`src/rtl/tsel_pkg.sv`:
```
package tsel_pkg;
  typedef enum logic {
    TS_FINE   = 1'b0,
    TS_COARSE = 1'b1
  } tsel_mode_e;
endpackage

```
`src/rtl/tsel_rr_pick.sv`:
```
module tsel_rr_pick #(
  parameter int NTHR = 4,
  parameter int TW   = 2
) (
  input  logic [TW-1:0]   start,
  input  logic [NTHR-1:0] cand,
  output logic            found,
  output logic [TW-1:0]   pick
);
  // walk offsets from the far end so the nearest candidate is written last
  always_comb begin
    logic [TW:0] s;
    found = 1'b0;
    pick  = start;
    for (int k = NTHR - 1; k >= 0; k--) begin
      s = {1'b0, start} + (TW+1)'(k);
      if (s >= (TW+1)'(NTHR)) s = s - (TW+1)'(NTHR);
      if (cand[s[TW-1:0]]) begin
        found = 1'b1;
        pick  = s[TW-1:0];
      end
    end
  end
endmodule

```
`src/rtl/tsel_pc_bank.sv`:
```
module tsel_pc_bank #(
  parameter int NTHR = 4,
  parameter int TW   = 2,
  parameter int PCW  = 32,
  parameter logic [PCW-1:0] RST_BASE   = 'h1000,
  parameter logic [PCW-1:0] RST_STRIDE = 'h100,
  parameter int unsigned PC_STEP = 4
) (
  input  logic           clk,
  input  logic           rst_n,
  input  logic           adv_en,
  input  logic [TW-1:0]  adv_tid,
  input  logic           redir_en,
  input  logic [TW-1:0]  redir_tid,
  input  logic [PCW-1:0] redir_pc,
  input  logic [TW-1:0]  rd_tid,
  output logic [PCW-1:0] rd_pc
);
  localparam logic [PCW-1:0] STEP = PCW'(PC_STEP);

  logic [PCW-1:0] pc_q [NTHR];

  always_ff @(posedge clk or negedge rst_n) begin
    if (!rst_n) begin
      for (int t = 0; t < NTHR; t++) pc_q[t] <= RST_BASE + PCW'(t) * RST_STRIDE;
    end else begin
      if (adv_en)   pc_q[adv_tid]   <= pc_q[adv_tid] + STEP;
      if (redir_en) pc_q[redir_tid] <= redir_pc;
    end
  end

  assign rd_pc = pc_q[rd_tid];


  pc_step_chk: assert property (@(posedge clk) disable iff (!rst_n)
    (adv_en && !(redir_en && redir_tid == adv_tid))
      |=> pc_q[$past(adv_tid)] == $past(pc_q[adv_tid]) + STEP);


  redir_load_chk: assert property (@(posedge clk) disable iff (!rst_n)
    redir_en |=> pc_q[$past(redir_tid)] == $past(redir_pc));
endmodule

```
`src/rtl/tsel_top.sv`:
```
module tsel_top
  import tsel_pkg::*;
#(
  parameter int NTHR = 4,
  parameter int PCW  = 32,
  parameter int REFILL_CYC = 3,
  parameter logic [PCW-1:0] RST_BASE   = 'h1000,
  parameter logic [PCW-1:0] RST_STRIDE = 'h100,
  parameter int unsigned PC_STEP = 4,
  localparam int TW = (NTHR > 1) ? $clog2(NTHR) : 1
) (
  input  logic            clk,
  input  logic            rst_n,
  input  logic            mode_sel,
  input  logic [NTHR-1:0] stall_vec,
  input  logic [NTHR-1:0] miss_vec,
  input  logic            redir_en,
  input  logic [TW-1:0]   redir_tid,
  input  logic [PCW-1:0]  redir_pc,
  output logic            issue_valid,
  output logic [TW-1:0]   issue_tid,
  output logic [PCW-1:0]  issue_pc,
  output logic            drain_req
);
  localparam int CW = $clog2(REFILL_CYC + 1);
  localparam logic [TW-1:0] LAST = TW'(NTHR - 1);

  tsel_mode_e      mode_q;
  logic [TW-1:0]   cur_q;
  logic [CW-1:0]   cnt_q;
  logic [NTHR-1:0] avail, other_avail, own_mask;
  logic [TW-1:0]   cur_nxt, f_pick, c_pick;
  logic            f_found, c_found, refilling;

  assign avail     = ~(stall_vec | miss_vec);
  assign refilling = (cnt_q != '0);
  assign cur_nxt   = (cur_q == LAST) ? '0 : cur_q + TW'(1);

  always_comb begin
    own_mask = '0;
    own_mask[cur_q] = 1'b1;
  end
  assign other_avail = avail & ~own_mask;

  tsel_rr_pick #(.NTHR(NTHR), .TW(TW)) i_fine_pick (
    .start(cur_q), .cand(avail), .found(f_found), .pick(f_pick)
  );

  tsel_rr_pick #(.NTHR(NTHR), .TW(TW)) i_coarse_pick (
    .start(cur_nxt), .cand(other_avail), .found(c_found), .pick(c_pick)
  );

  always_comb begin
    issue_valid = 1'b0;
    issue_tid   = cur_q;
    drain_req   = 1'b0;
    if (!refilling) begin
      if (mode_q == TS_FINE) begin
        if (f_found) begin
          issue_valid = 1'b1;
          issue_tid   = f_pick;
        end
      end else if (miss_vec[cur_q]) begin
        drain_req = c_found;
      end else begin
        issue_valid = !stall_vec[cur_q];
      end
    end
  end

  always_ff @(posedge clk or negedge rst_n) begin
    if (!rst_n) begin
      mode_q <= TS_FINE;
      cur_q  <= '0;
      cnt_q  <= '0;
    end else begin
      if (drain_req) begin
        cur_q <= c_pick;
        cnt_q <= CW'(REFILL_CYC);
      end else if (refilling) begin
        cnt_q <= cnt_q - CW'(1);
      end
      if (mode_q == TS_FINE && issue_valid)
        cur_q <= (f_pick == LAST) ? '0 : f_pick + TW'(1);
      if (!refilling && !drain_req)
        mode_q <= mode_sel ? TS_COARSE : TS_FINE;
    end
  end

  tsel_pc_bank #(
    .NTHR(NTHR), .TW(TW), .PCW(PCW),
    .RST_BASE(RST_BASE), .RST_STRIDE(RST_STRIDE), .PC_STEP(PC_STEP)
  ) i_pc_bank (
    .clk(clk), .rst_n(rst_n),
    .adv_en(issue_valid), .adv_tid(issue_tid),
    .redir_en(redir_en), .redir_tid(redir_tid), .redir_pc(redir_pc),
    .rd_tid(issue_tid), .rd_pc(issue_pc)
  );


  valid_unblocked_chk: assert property (@(posedge clk) disable iff (!rst_n)
    issue_valid |-> !(stall_vec[issue_tid] || miss_vec[issue_tid]));


  drain_moves_chk: assert property (@(posedge clk) disable iff (!rst_n)
    drain_req |=> issue_tid != $past(issue_tid));


  drain_idle_chk: assert property (@(posedge clk) disable iff (!rst_n)
    drain_req |=> !issue_valid && !drain_req);


  coarse_hold_chk: assert property (@(posedge clk) disable iff (!rst_n)
    (mode_q == TS_COARSE && !drain_req)
      |=> (mode_q != TS_COARSE || issue_tid == $past(issue_tid)));
endmodule

```
`config.mk`:
```
export PLATFORM = sky130hd
export DESIGN_NAME = tsel_top
export DESIGN_NICKNAME = d
export VERILOG_FILES = /design/src/rtl/tsel_pkg.sv /design/src/rtl/tsel_rr_pick.sv /design/src/rtl/tsel_pc_bank.sv /design/src/rtl/tsel_top.sv
export SDC_FILE = /design/constraint.sdc
export NUM_CORES = 1
export LEC_CHECK = 0
export BUFFER_PORTS_ARGS = -buffer_cell sky130_fd_sc_hd__buf_2
export CORE_MARGIN = 2
export CORE_UTILIZATION = 37
export DETAILED_ROUTE_END_ITERATION = 16
export HOLD_SLACK_MARGIN = 0.12
export PLACE_DENSITY = 0.54
export SETUP_SLACK_MARGIN = 0.5
export SYNTH_ARGS = -nofsm -noshare
export SYNTH_HDL_FRONTEND = slang
export SYNTH_SLANG_ARGS = --single-unit
```
`constraint.sdc`:
```
create_clock -name clk -period 9.8 [get_ports clk]
set_input_delay 0.49 -clock clk [delete_from_list [all_inputs] [get_ports clk]]
set_output_delay 0.49 -clock clk [all_outputs]
set_load 0.02 [all_outputs]
```
==> run summary <==
status = finished clean
largest family of logic cells by synthesized area = simple AND/OR/NAND/NOR gates
worst slack at placement = 3530 ps
Crit Path Category = register to register
Synth Cell Area = 0.00862 mm^2
Hold Crit Class = input pin to async pin
startpoint types = register
RR Startpoint = cur_q[0]
setup TNS = 0 ps
DR WL met3 = 2490 um
Worst-Skew Late Latency = 430 ps
Mapped Cells = 1006
critical path endpoint category = register
initial core utilization = 0.378
total iterations of the first detailed-routing run = 5
root buf cell = clkbuf_16
Worst EP arrival = 6650 ps
highest metal used = met4
Total Wirelength = 31400 um
FF-to-FF path depth = 17
Wirelength per Cell = 22.7 um
EDFF count, synth = 0
drc violations = 0
Post-CTS Setup Inserts = 0
hold_buf cts = 0
Syn Area/Cell = 8.57 um^2
reg2reg end = i_pc_bank.pc_q[52]
Tmin final = 6300 ps
diode count = 0
Pleak = 0.00415 uW
mux cell area share after synthesis = 0.110
vias per cell = 5.98
post-synthesis xor/xnor area fraction = 0.0253
Core Box Area = 0.0228 mm^2
die area = 0.0245 mm^2
ys flop type = dfrtp_1
clk buf depth = 2
max_cap viols = 0
Die Width = 157 um
CTS tree = done
DRT antenna net count = 0
Final Hold Violating Endpoints = 0
library cells used by synthesis = 72
Slew @ Worst Pin = 944 ps
clock skew = 9.78 ps
post-CTS sizing = 0
layout overhead on the synthesized area = 14.6%
top-level port count = 82
unrepaired setup endpoints after global routing = false
Nets = 1109
Metal-1 WL = 13600 um
IO Port Bufs = 81
Post-Syn Nets = 1058
Rows = 55
hpwl dp = 20000 um
fin util = 0.434
initial antenna violation count = 0
Power Density = 378 mW/mm^2
Die H = 157 um
final worst-path cycle share = 0.642
fin. max-slew vios = 0
Overall Global Routing Usage = 0.265
vias in the first global route = 8240
Initial DRC Count = 645
Max Fclk = 159 MHz
grt total ovfl = 0
Area after DPL = 0.00931 mm^2
setup slack, reg-to-reg = 3500 ps
simple-gate share of the synthesized area = 0.219
VDD IR-drop max = 175 uV
Compound-Gate Fraction of Synth Area = 0.211
final RePlAce weighted congestion = 0.833
Synth warnings = 0
Max-slew headroom = 0.370
Setup crit start = cur_q[0]
pin count of the biggest net entering global routing = 85
first-pass GRT wire length = 48900 um
# setup viols final = 0
final instance area = 0.00988 mm^2
worst setup margin = 3500 ps
ratio of cells with drive above 1 in the final layout = 0.190
Seq cells post-synth = 133
top fanout value on the critical path = 36
met2 WL = 14700 um
via count = 8270
ys async rst share = 1.00
CTS sink count = 133
htree depth = 4
Inserted Clock Buffers = 17
Critical Path RT = 10160 ps
Worst-path clk slew = 60 ps
sequential area share after synthesis = 0.387
Post-Synth Adder-Cell Area = 0.00871
## how the worst max path moves through the flow
stage,end,slack (ps),cells after the start
floorplan,i_pc_bank.pc_q[116],4810,20
global placement,i_pc_bank.pc_q[52],3700,17
detailed placement,i_pc_bank.pc_q[52],3530,17
CTS,i_pc_bank.pc_q[52],3520,17
global route,i_pc_bank.pc_q[20],3000,17
finish,i_pc_bank.pc_q[52],3500,17
## cells in the mapped netlist (9+ instances only)
cell type	count	area, um^2
nor3_1	24	120
a211oi_1	13	97.6
and3_1	39	244
mux2i_1	27	270
xnor2_1	10	87.6
a221o_1	12	120
dfrtp_1	125	3130
a21oi_1	39	195
clkbuf_1	53	199
inv_1	13	48.8
a31oi_1	12	75.1
nand3_1	24	120
nor2_1	100	375
o21ai_0	118	591
o21ai_1	48	240
xor2_1	13	114
nor3b_1	10	75.1
nand2_1	164	616
buf_2	10	50.1
mux2_2	9	101
mux4_2	25	563
## area by class of cell
cell class                 count  area [um^2]
tap                          313          392
clock buffer                  19          443
multi-input combinational    790         4970
inverter                      16         65.1
sequential                   133         3340
timing repair buffer          99          547
fill                        2263        12900
clock inverter                13          125
## state kept, by name, summed over array words and instances (netlist names)
name	flops
cur_q	2
cnt_q	2
i_pc_bank.pc_q	128
mode_q	1
## per-layer routing
layer	vias to the layer above	track usage
met4	0	0.0791
li1	3758	-
met3	52	0.0584
met1	4081	0.356
met2	379	0.428
met5	-	0
## report_power, final
| group | switching (uW) | total (uW) | internal, uW |
|---|---|---|---|
| clock | 268 | 626 | 359 |
| sequential | 234 | 1050 | 820 |
| combinational | 1290 | 2050 | 766 |
| total | 1790 | 3730 | 1940 |
## metrics by stage
step	power, uW	cells	hold slack [ps]
after floorplan	2470	1006	194
after global placement	3090	1351	459
after detailed placement	3090	1351	462
after CTS	3730	1383	171
after global routing	4000	1383	200
final	3730	1383	137
## placed cells by master (no fill, tap or decap), drive strengths merged, types with 14 or more instances in the layout
cell type    n
nand3       24
dfrtp      125
clkbuf      19
nor3        25
mux2i       27
inv         18
o21ai      166
mux4        25
buf         99
nand2      164
a21oi       39
nor2       102
and3        39
xor2        14
## critical path, cell delays in order (launching register included)
cell and delay [ps]:
dfrtp_1 870, inv_2 340, ha_1 490, mux4_2 330, nor2b_1 500, nor4_4 170
nor2_4 120, buf_4 410, clkinv_4 460, mux4_2 560, ha_1 290, nand2_1 70
a21oi_1 170, a31o_2 180, nand3_1 280, nor4_1 660, nor3b_1 120, o21ai_1 160
## cells by family after synthesis
| group | count (synthesis) |
|---|---|
| adders and majority gates | 6 |
| DFF | 133 |
| xor gates and xnor gates | 24 |
| buffers and inverters | 83 |
| and+or+nand+nor | 404 |
| muxes | 62 |
| AOI/OAI and AO/OA | 294 |
No activity file was read; power rests on OpenSTA's default activity.
